$ cat config.mk
export PLATFORM = sky130hd
export DESIGN_NAME = match_timer
export DESIGN_NICKNAME = d
export VERILOG_FILES = /design/src/rtl/mtm_pkg.sv /design/src/rtl/mtm_regs.sv /design/src/rtl/mtm_prescale.sv /design/src/rtl/mtm_count.sv /design/src/rtl/match_timer.sv
export SDC_FILE = /design/constraint.sdc
export NUM_CORES = 1
export LEC_CHECK = 0
export BUFFER_PORTS_ARGS = -buffer_cell sky130_fd_sc_hd__buf_2
export CORE_AREA = 4 4 121 210
export DETAILED_ROUTE_END_ITERATION = 16
export DIE_AREA = 0 0 125 214
export GPL_TIMING_DRIVEN = 0
export PLACE_DENSITY_LB_ADDON = 0.25
export SETUP_SLACK_MARGIN = 0.2
export SKIP_CTS_REPAIR_TIMING = 1
export SLEW_MARGIN = 10
export SYNTH_ARGS = -nofsm -noshare
export SYNTH_HDL_FRONTEND = slang
export SYNTH_SLANG_ARGS = --single-unit
$ cat constraint.sdc
create_clock -name clk -period 3.55 [get_ports clk]
set_clock_uncertainty 0.2 [all_clocks]
set_input_delay 0.5325 -clock clk [delete_from_list [all_inputs] [get_ports clk]]
set_output_delay 0.5325 -clock clk [all_outputs]
set_load 0.1 [all_outputs]
$ cat src/rtl/mtm_pkg.sv
`timescale 1ns/1ps
package mtm_pkg;

    localparam int unsigned MTM_AW = 8;

    // Byte offsets decoded by software
    localparam logic [MTM_AW-1:0] OFS_FLAG = 8'h00;
    localparam logic [MTM_AW-1:0] OFS_CTL  = 8'h04;
    localparam logic [MTM_AW-1:0] OFS_CNT  = 8'h08;
    localparam logic [MTM_AW-1:0] OFS_PRE  = 8'h0C;
    localparam logic [MTM_AW-1:0] OFS_MCTL = 8'h14;
    localparam logic [MTM_AW-1:0] OFS_MVAL = 8'h18;
    localparam logic [MTM_AW-1:0] OFS_MODE = 8'h70;

    // Timer control: bit 1 hold, bit 0 run
    typedef struct packed {
        logic hold;
        logic run;
    } tctl_t;

    // Match actions: bit 2 stop, bit 1 zero, bit 0 irq
    typedef struct packed {
        logic stop_on;
        logic zero_on;
        logic irq_on;
    } mctl_t;

    typedef enum logic [1:0] {
        CM_TIMER = 2'd0,
        CM_RSV1  = 2'd1,
        CM_RSV2  = 2'd2,
        CM_RSV3  = 2'd3
    } cmode_t;

    typedef enum logic [2:0] {
        RS_NONE, RS_FLAG, RS_CTL, RS_CNT, RS_PRE, RS_MCTL, RS_MVAL, RS_MODE
    } regsel_t;

    function automatic regsel_t reg_decode(logic [MTM_AW-1:0] a);
        case (a)
            OFS_FLAG: return RS_FLAG;
            OFS_CTL:  return RS_CTL;
            OFS_CNT:  return RS_CNT;
            OFS_PRE:  return RS_PRE;
            OFS_MCTL: return RS_MCTL;
            OFS_MVAL: return RS_MVAL;
            OFS_MODE: return RS_MODE;
            default:  return RS_NONE;
        endcase
    endfunction

    function automatic logic is_counting(tctl_t c, cmode_t m);
        return c.run && !c.hold && (m == CM_TIMER);
    endfunction

endpackage

$ cat src/rtl/mtm_regs.sv
`timescale 1ns/1ps
module mtm_regs
    import mtm_pkg::*;
#(
    parameter int DW = 32
) (
    input  logic              clk,
    input  logic              rst,
    input  logic              bus_sel,
    input  logic              bus_wr,
    input  logic [MTM_AW-1:0] bus_addr,
    input  logic [DW-1:0]     bus_wdata,
    output logic [DW-1:0]     bus_rdata,
    input  logic [DW-1:0]     cnt_q,
    input  logic              match_evt,
    output tctl_t             ctl_q,
    output mctl_t             mctl_q,
    output logic [DW-1:0]     pre_q,
    output logic [DW-1:0]     mval_q,
    output cmode_t            mode_q,
    output logic              flag_q,
    output logic              cnt_wr
);

    localparam int CTLW  = $bits(tctl_t);
    localparam int MCTLW = $bits(mctl_t);
    localparam int MODEW = $bits(cmode_t);

    regsel_t sel;
    logic    wr_en;

    assign sel    = reg_decode(bus_addr);
    assign wr_en  = bus_sel && bus_wr;
    assign cnt_wr = wr_en && (sel == RS_CNT);

    always_ff @(posedge clk) begin
        if (rst) begin
            ctl_q  <= '0;
            mctl_q <= '0;
            pre_q  <= '0;
            mval_q <= '0;
            mode_q <= CM_TIMER;
            flag_q <= 1'b0;
        end else begin
            // software write wins over the hardware stop
            if (wr_en && sel == RS_CTL)
                ctl_q <= tctl_t'(bus_wdata[CTLW-1:0]);
            else if (match_evt && mctl_q.stop_on)
                ctl_q.run <= 1'b0;

            if (wr_en && sel == RS_PRE)  pre_q  <= bus_wdata;
            if (wr_en && sel == RS_MVAL) mval_q <= bus_wdata;
            if (wr_en && sel == RS_MCTL) mctl_q <= mctl_t'(bus_wdata[MCTLW-1:0]);
            if (wr_en && sel == RS_MODE) mode_q <= cmode_t'(bus_wdata[MODEW-1:0]);

            // a new match outranks a clearing write
            if (match_evt)
                flag_q <= 1'b1;
            else if (wr_en && sel == RS_FLAG && bus_wdata[0])
                flag_q <= 1'b0;
        end
    end

    always_comb begin
        bus_rdata = '0;
        if (bus_sel) begin
            case (sel)
                RS_FLAG: bus_rdata = {{(DW-1){1'b0}}, flag_q};
                RS_CTL:  bus_rdata = {{(DW-CTLW){1'b0}}, ctl_q};
                RS_CNT:  bus_rdata = cnt_q;
                RS_PRE:  bus_rdata = pre_q;
                RS_MCTL: bus_rdata = {{(DW-MCTLW){1'b0}}, mctl_q};
                RS_MVAL: bus_rdata = mval_q;
                RS_MODE: bus_rdata = {{(DW-MODEW){1'b0}}, mode_q};
                default: bus_rdata = '0;
            endcase
        end
    end

endmodule

$ cat src/rtl/mtm_prescale.sv
`timescale 1ns/1ps
module mtm_prescale #(
    parameter int DW = 32
) (
    input  logic          clk,
    input  logic          rst,
    input  logic          clr,
    input  logic          adv,
    input  logic [DW-1:0] pre_val,
    output logic          tick_o
);

    logic [DW-1:0] pc_q;

    // >= keeps a shrunken limit from running the divider the long way round
    assign tick_o = adv && (pc_q >= pre_val);

    always_ff @(posedge clk) begin
        if (rst || clr)
            pc_q <= '0;
        else if (adv)
            pc_q <= tick_o ? '0 : pc_q + 1'b1;
    end

endmodule

$ cat src/rtl/mtm_count.sv
`timescale 1ns/1ps
module mtm_count #(
    parameter int DW = 32
) (
    input  logic          clk,
    input  logic          rst,
    input  logic          hold,
    input  logic          active,
    input  logic          tick,
    input  logic          stop_on,
    input  logic          zero_on,
    input  logic [DW-1:0] mval,
    input  logic          sw_wr,
    input  logic [DW-1:0] sw_data,
    output logic [DW-1:0] cnt_q,
    output logic          match_o
);

    assign match_o = active && (cnt_q == mval);

    always_ff @(posedge clk) begin
        if (rst || hold)
            cnt_q <= '0;
        else if (sw_wr)
            cnt_q <= sw_data;
        else if (match_o && stop_on)
            cnt_q <= zero_on ? '0 : cnt_q;
        else if (tick)
            cnt_q <= (match_o && zero_on) ? '0 : cnt_q + 1'b1;
    end

endmodule

$ cat src/rtl/match_timer.sv
`timescale 1ns/1ps
module match_timer
    import mtm_pkg::*;
#(
    parameter int DW = 32
) (
    input  logic              clk,
    input  logic              rst,
    input  logic              bus_sel,
    input  logic              bus_wr,
    input  logic [MTM_AW-1:0] bus_addr,
    input  logic [DW-1:0]     bus_wdata,
    output logic [DW-1:0]     bus_rdata,
    output logic              irq_o
);

    tctl_t         ctl_q;
    mctl_t         mctl_q;
    cmode_t        mode_q;
    logic [DW-1:0] pre_q;
    logic [DW-1:0] mval_q;
    logic [DW-1:0] cnt_q;
    logic          flag_q;
    logic          cnt_wr_w;
    logic          match_w;
    logic          tick_w;
    logic          active_w;
    logic          pclr_w;

    assign active_w = is_counting(ctl_q, mode_q);
    assign pclr_w   = ctl_q.hold || (match_w && mctl_q.stop_on);
    assign irq_o    = flag_q && mctl_q.irq_on;

    mtm_regs #(.DW(DW)) u_regs (
        .clk       (clk),
        .rst       (rst),
        .bus_sel   (bus_sel),
        .bus_wr    (bus_wr),
        .bus_addr  (bus_addr),
        .bus_wdata (bus_wdata),
        .bus_rdata (bus_rdata),
        .cnt_q     (cnt_q),
        .match_evt (match_w),
        .ctl_q     (ctl_q),
        .mctl_q    (mctl_q),
        .pre_q     (pre_q),
        .mval_q    (mval_q),
        .mode_q    (mode_q),
        .flag_q    (flag_q),
        .cnt_wr    (cnt_wr_w)
    );

    mtm_prescale #(.DW(DW)) u_pre (
        .clk     (clk),
        .rst     (rst),
        .clr     (pclr_w),
        .adv     (active_w),
        .pre_val (pre_q),
        .tick_o  (tick_w)
    );

    mtm_count #(.DW(DW)) u_cnt (
        .clk     (clk),
        .rst     (rst),
        .hold    (ctl_q.hold),
        .active  (active_w),
        .tick    (tick_w),
        .stop_on (mctl_q.stop_on),
        .zero_on (mctl_q.zero_on),
        .mval    (mval_q),
        .sw_wr   (cnt_wr_w),
        .sw_data (bus_wdata),
        .cnt_q   (cnt_q),
        .match_o (match_w)
    );

endmodule

Yosys cells after proc, flatten, opt, wreduce, memory -nomap -nowiden
Cells that the tools add are included.
- add/sub/neg operators: 2
- $lt $le $gt $ge: 1
- equal/unequal tests: 15
- mux-type cells: 13
- reductions and logical operators: 26
- operators by type and width (kind ; number):
    32-bit two-way mux ; 7
    32-bit case mux with 7 select lines ; 1
    32-bit by 1-bit adder with 32-bit output (second input constant) ; 2
    32-bit equality test ; 1
    32-bit >= comparator ; 1
    3-bit case mux with 7 select lines ; 1
    8-bit by 4-bit equality test with 1-bit output (second input constant) ; 2
    8-bit by 5-bit equality test with 1-bit output (second input constant) ; 2
    1-bit logical AND ; 16
    3-bit equality test (second input constant) ; 4
    8-bit by 3-bit equality test with 1-bit output (second input constant) ; 1
    8-bit by 7-bit equality test with 1-bit output (second input constant) ; 1
    8-bit zero test ; 1
    3-bit by 2-bit equality test with 1-bit output (second input constant) ; 2
    1-bit two-way mux ; 4
    2-bit nonzero test ; 2
    3-bit by 1-bit equality test with 1-bit output (second input constant) ; 1
    1-bit logical OR ; 3
    3-bit by 2-bit inequality test with 1-bit output (second input constant) ; 1
    3-bit nonzero test ; 1
    2-bit zero test ; 1
    2-bit AND reduction ; 1
    1-bit zero test ; 1
- flip-flop bits (word level): 136
- bits of input ports: 44
- logic and storage cells: 68

Depth between registers and ports, before layout
- depth after elaboration: 9
- mapped depth: 11
- gate-level depth less buffers: 9

By module
From an unflattened synthesis, not the netlist that was laid out.
- cell total of the unflattened synthesis: 1097
- area, all modules: 8951.1 um^2
- by module, submodules not included (module ; times used ; cells each ; area an instance (um^2) ; sequential area each (um^2)):
    mtm_regs ; 1 ; 468 ; 3631.0 ; 1441.4
    mtm_count ; 1 ; 338 ; 2812.7 ; 640.6
    mtm_prescale ; 1 ; 288 ; 2477.4 ; 640.6
    match_timer ; 1 ; 3 ; 30.0 ; 0.0

Worst setup path after synthesis
Ideal clock, no wire load.
- kind: input port to output port
- start point: input bus_addr[5]
- end point: output bus_rdata[30]
- data arrival time: 3.395 ns
- data required time: 2.817 ns
- setup slack: -0.578 ns
- stages on the path: 8
- cells stage by stage: nor3_1 -> and3_1 -> clkbuf_1 -> and2_1 -> clkbuf_1 -> clkbuf_1 -> a222oi_1 -> nor2_1
- word-level cells in the longest chain between the ends: 5
- ends and longest elaborated chain (item ; line ; RTL):
    start: declaration ; match_timer.sv:11 ; input logic [MTM_AW-1:0] bus_addr,
    8-bit by 7-bit equality test with 1-bit output, or another cell as far along ; mtm_pkg.sv:40 ; case (a)
    3-bit case mux with 7 select lines (*) ; mtm_pkg.sv:40 ;
    3-bit equality test, or another cell as far along ; mtm_regs.sv:67 ; case (sel)
    32-bit case mux with 7 select lines (*) ; mtm_regs.sv:67 ;
    32-bit two-way mux (*) ; mtm_regs.sv:66 ; if (bus_sel) begin
    end: declaration ; match_timer.sv:13 ; output logic [DW-1:0] bus_rdata,
Every way passes the cells marked *; elsewhere a longest branch is shown, timed or not.

Worst setup path after layout
- start point: register u_cnt.cnt_q[2]
- end point: register u_cnt.cnt_q[25]
- word-level cells in the longest chain between the ends: 7
- ends and longest elaborated chain (item ; line ; RTL):
    start: declaration ; mtm_count.sv:15 ; output logic [DW-1:0] cnt_q,
    start signal: assignment ; mtm_count.sv:25 ; cnt_q <= sw_data;
    start signal: assignment ; mtm_count.sv:27 ; cnt_q <= zero_on ? '0 : cnt_q;
    start signal: assignment ; mtm_count.sv:29 ; cnt_q <= (match_o && zero_on) ? '0 : cnt_q + 1'b1;
    branches (longest 7 deep; another with 32-bit by 1-bit adder with 32-bit output) ; - ;
Several ways; the timed one is not identified. The select of a mux whose other input is x is not followed.
A chain may end at the register's enable or synchronous reset.

==> flow_summary.toml <==
[worst_setup_path]
path_max_fanout = 8
cp_num_buf_inv = 1
r2r_cells = 8
worstPathRequired_ns = 3.71
crit_family = "simple AND/OR/NAND/NOR gates"
max_stage_delay_ns = 1.09
crit_slowest_cell = "nor4_1"
start_kind = "register"
worstPathArrival_ns = 3.55
cp_cell_sequence = "clkbuf_1 > nand4_1 > nor4_1 > and2_1 > and3_1 > nor4b_1 > a21oi_1 > o31ai_1"
crit_type = "register to register"
cp.depth = 8
endpoint_kind = "register"

[logic_synthesis]
synthMuxAreaShare_pct = 1.82
synth-edff-count = 0
ys_warn_count = 0
syn_nets = 1168
async_reset_ff_share_pct = 0
avgSynthCellArea_um2 = 7.56
yosysUniqueCellTypes = 64
synth_fa_ha_area_share_pct = 5.16
synth_xor_area_share_pct = 7.87
synth_area_um2 = 8240
synth-compound-area-share_pct = 18.8
synth_flop_cell = "dfxtp_1"
yosysSeqAreaShare_pct = 33.1
syn_inst = 1090
ys_ff_latch = 136
synthSimpleGateAreaFrac_pct = 27.1
synth_top_family_by_area = "simple AND/OR/NAND/NOR gates"

[global_route]
grt_start_max_net_pins = 17
grt_pass1_wl_um = 51200
globalRouteOverflowTotal = 0
grt_pass1_vias = 8778
grt_antenna_before_repair = 0
grt_util_all_layers_pct = 25.0

[hold_path]
min_path_type = "input pin to register"
min_path_cells = 3

[route]
drc = 0
firstDrtPassIters = 8
routed_wl_um = 33900
avgViaCountPerCell = 5.82
wl_per_cell_um = 22.5
num_vias = 8767
dr.first_iter.drc_count = 959
ant_nets = 0

[sta]
rsz0062_at_grt = "true"
min_period_over_period_pct = 95.3
hold_viol_final = 0
max_clock_freq_mhz = 296
setup_viol = 0
period_needed_ns = 3.38
whs_ns = 0.142
slew_viol_final = 0
layout_setup_ws_ns = 0.168
relSlewSlack_pct = 15.7
worst_pin_slew_ns = 1.25

[floorplan]
die_h_um = 214
die_w_um = 125
io_pins = 77
start_util_pct = 34.6
dieArea_um2 = 26800
core_area_um2 = 23800
rows = 75

[place]
gp_congestion = 1.04
io_buffers = 74
detailed_place_hpwl_um = 26000
preCtsSetupSlack_ns = -0.607

[clock_tree]
htreeDepth = 4
clock-root-buffer = "clkbuf_16"
cts_made_buffers = 17
cts_tree = "done"
clock_sinks = 136
cts.clk_slew.worst_paths_ns = 0.06
cts_buffer_depth = 2
clk-insertion-delay-late_ns = 0.45

[cells_and_area]
final_util_pct = 43.2
mostFrequentLayoutCells = "nand2_1 (204), dfxtp_1 (136), a21oi_1 (93)"
fin_nets = 1263
final_common_cell = "nand2_1"
n_antenna_cell = 0
drive_gt1_share_pct = 18.4
area_growth_pct = 25.1

[power_and_ir_drop]
power_uw = 3710
power.density_nw_per_um2 = 360
cellLeakagePower_uw = 0.00359
vdd_drop_max_mv = 0.277

[job]
maxCapViolCount = 0

[outcome]
status = "completed"
-- worst paths after layout --
check	startpoint	end	slack, ns
setup / recovery	u_cnt.cnt_q[2]$_SDFFE_PP0P_	u_cnt.cnt_q[25]$_SDFFE_PP0P_	0.17
hold / removal	bus_wdata[15]	u_regs.mval_q[15]$_SDFFE_PP0P_	0.14
setup reg to reg	u_cnt.cnt_q[2]$_SDFFE_PP0P_	u_cnt.cnt_q[25]$_SDFFE_PP0P_	0.17
hold reg to reg	u_regs.pre_q[18]$_SDFFE_PP0P_	u_regs.pre_q[18]$_SDFFE_PP0P_	0.27
-- tightest hold or removal path, stage by stage --
cell,delay (ns)
buf_2,0.12
nand2_1,0.05
a21oi_1,0.05
-- layer usage --
layer  up-vias  global-route usage, %  part of all wire (%)
li1       4078                      -                     -
met1      4111                   25.8                    34
met2       434                   44.8                    51
met3       144                   3.82                   6.3
met4         0                   18.5                   8.2
met5         -                      0                     0
-- cell type report --
cell class,count,area [um2]
clock inverters,13,225
clock buffers,19,443
repair buffers,76,488
well taps,308,385
plain buffers,85,417
flip-flops and latches,136,2720
multi-input cells,824,5460
fillers,2479,13500
inverters,45,169
-- state kept, by name (all words and copies together), names as in the netlist --
register / count
u_regs.mval_q: 32
u_regs.flag_q: 1
u_regs.mode_q: 2
u_cnt.cnt_q: 32
u_regs.pre_q: 32
u_regs.mctl_q: 3
u_regs.ctl_q: 2
u_pre.pc_q: 32
-- metrics by stage --
step | instance area, um2 | setup TNS (ns) | cells
2_1_floorplan | 8480 | -0.0433 | 1090
3_3_place_gp | 9240 | -24.81 | 1472
3_5_place_dp | 9240 | -21.69 | 1472
4_1_cts | 9910 | -19.78 | 1504
5_1_grt | 10300 | 0 | 1506
6_report | 10300 | 0 | 1506
-- logic make-up after synthesis --
| group | count (synthesis) |
|---|---|
| flops | 136 |
| buf+inv | 130 |
| simple gates | 471 |
| compound gates | 230 |
| mux | 15 |
| xor+xnor | 74 |
| fa+ha+maj | 34 |
-- cell usage after synthesis, types with 4 or more instances --
library cell	n	area (um2)
a211oi_1	19	143
a21oi_1	95	475
a222oi_1	30	300
a22oi_1	4	30.0
a311oi_1	5	43.8
and2_1	8	50.1
and3_1	22	138
and4_1	10	87.6
buf_2	7	35.0
clkbuf_1	73	274
dfxtp_1	136	2720
ha_1	34	425
inv_1	45	169
mux2i_1	15	150
nand2_1	205	769
nand2b_1	4	25.0
nand3_1	39	195
nand4_1	39	244
nor2_1	88	330
nor3_1	18	90.1
nor4_1	10	62.6
nor4b_1	8	70.1
o211ai_1	5	37.5
o21ai_0	21	105
o31ai_1	21	158
xnor2_1	42	368
xor2_1	32	280
-- where the power goes --
part	internal, uW	total, uW	switching (uW)
logic	32.6	132	99.8
registers	1530	1530	0.902
clock network	1330	2050	721
total	2890	3710	822
No activity file was read; power rests on OpenSTA's default activity.
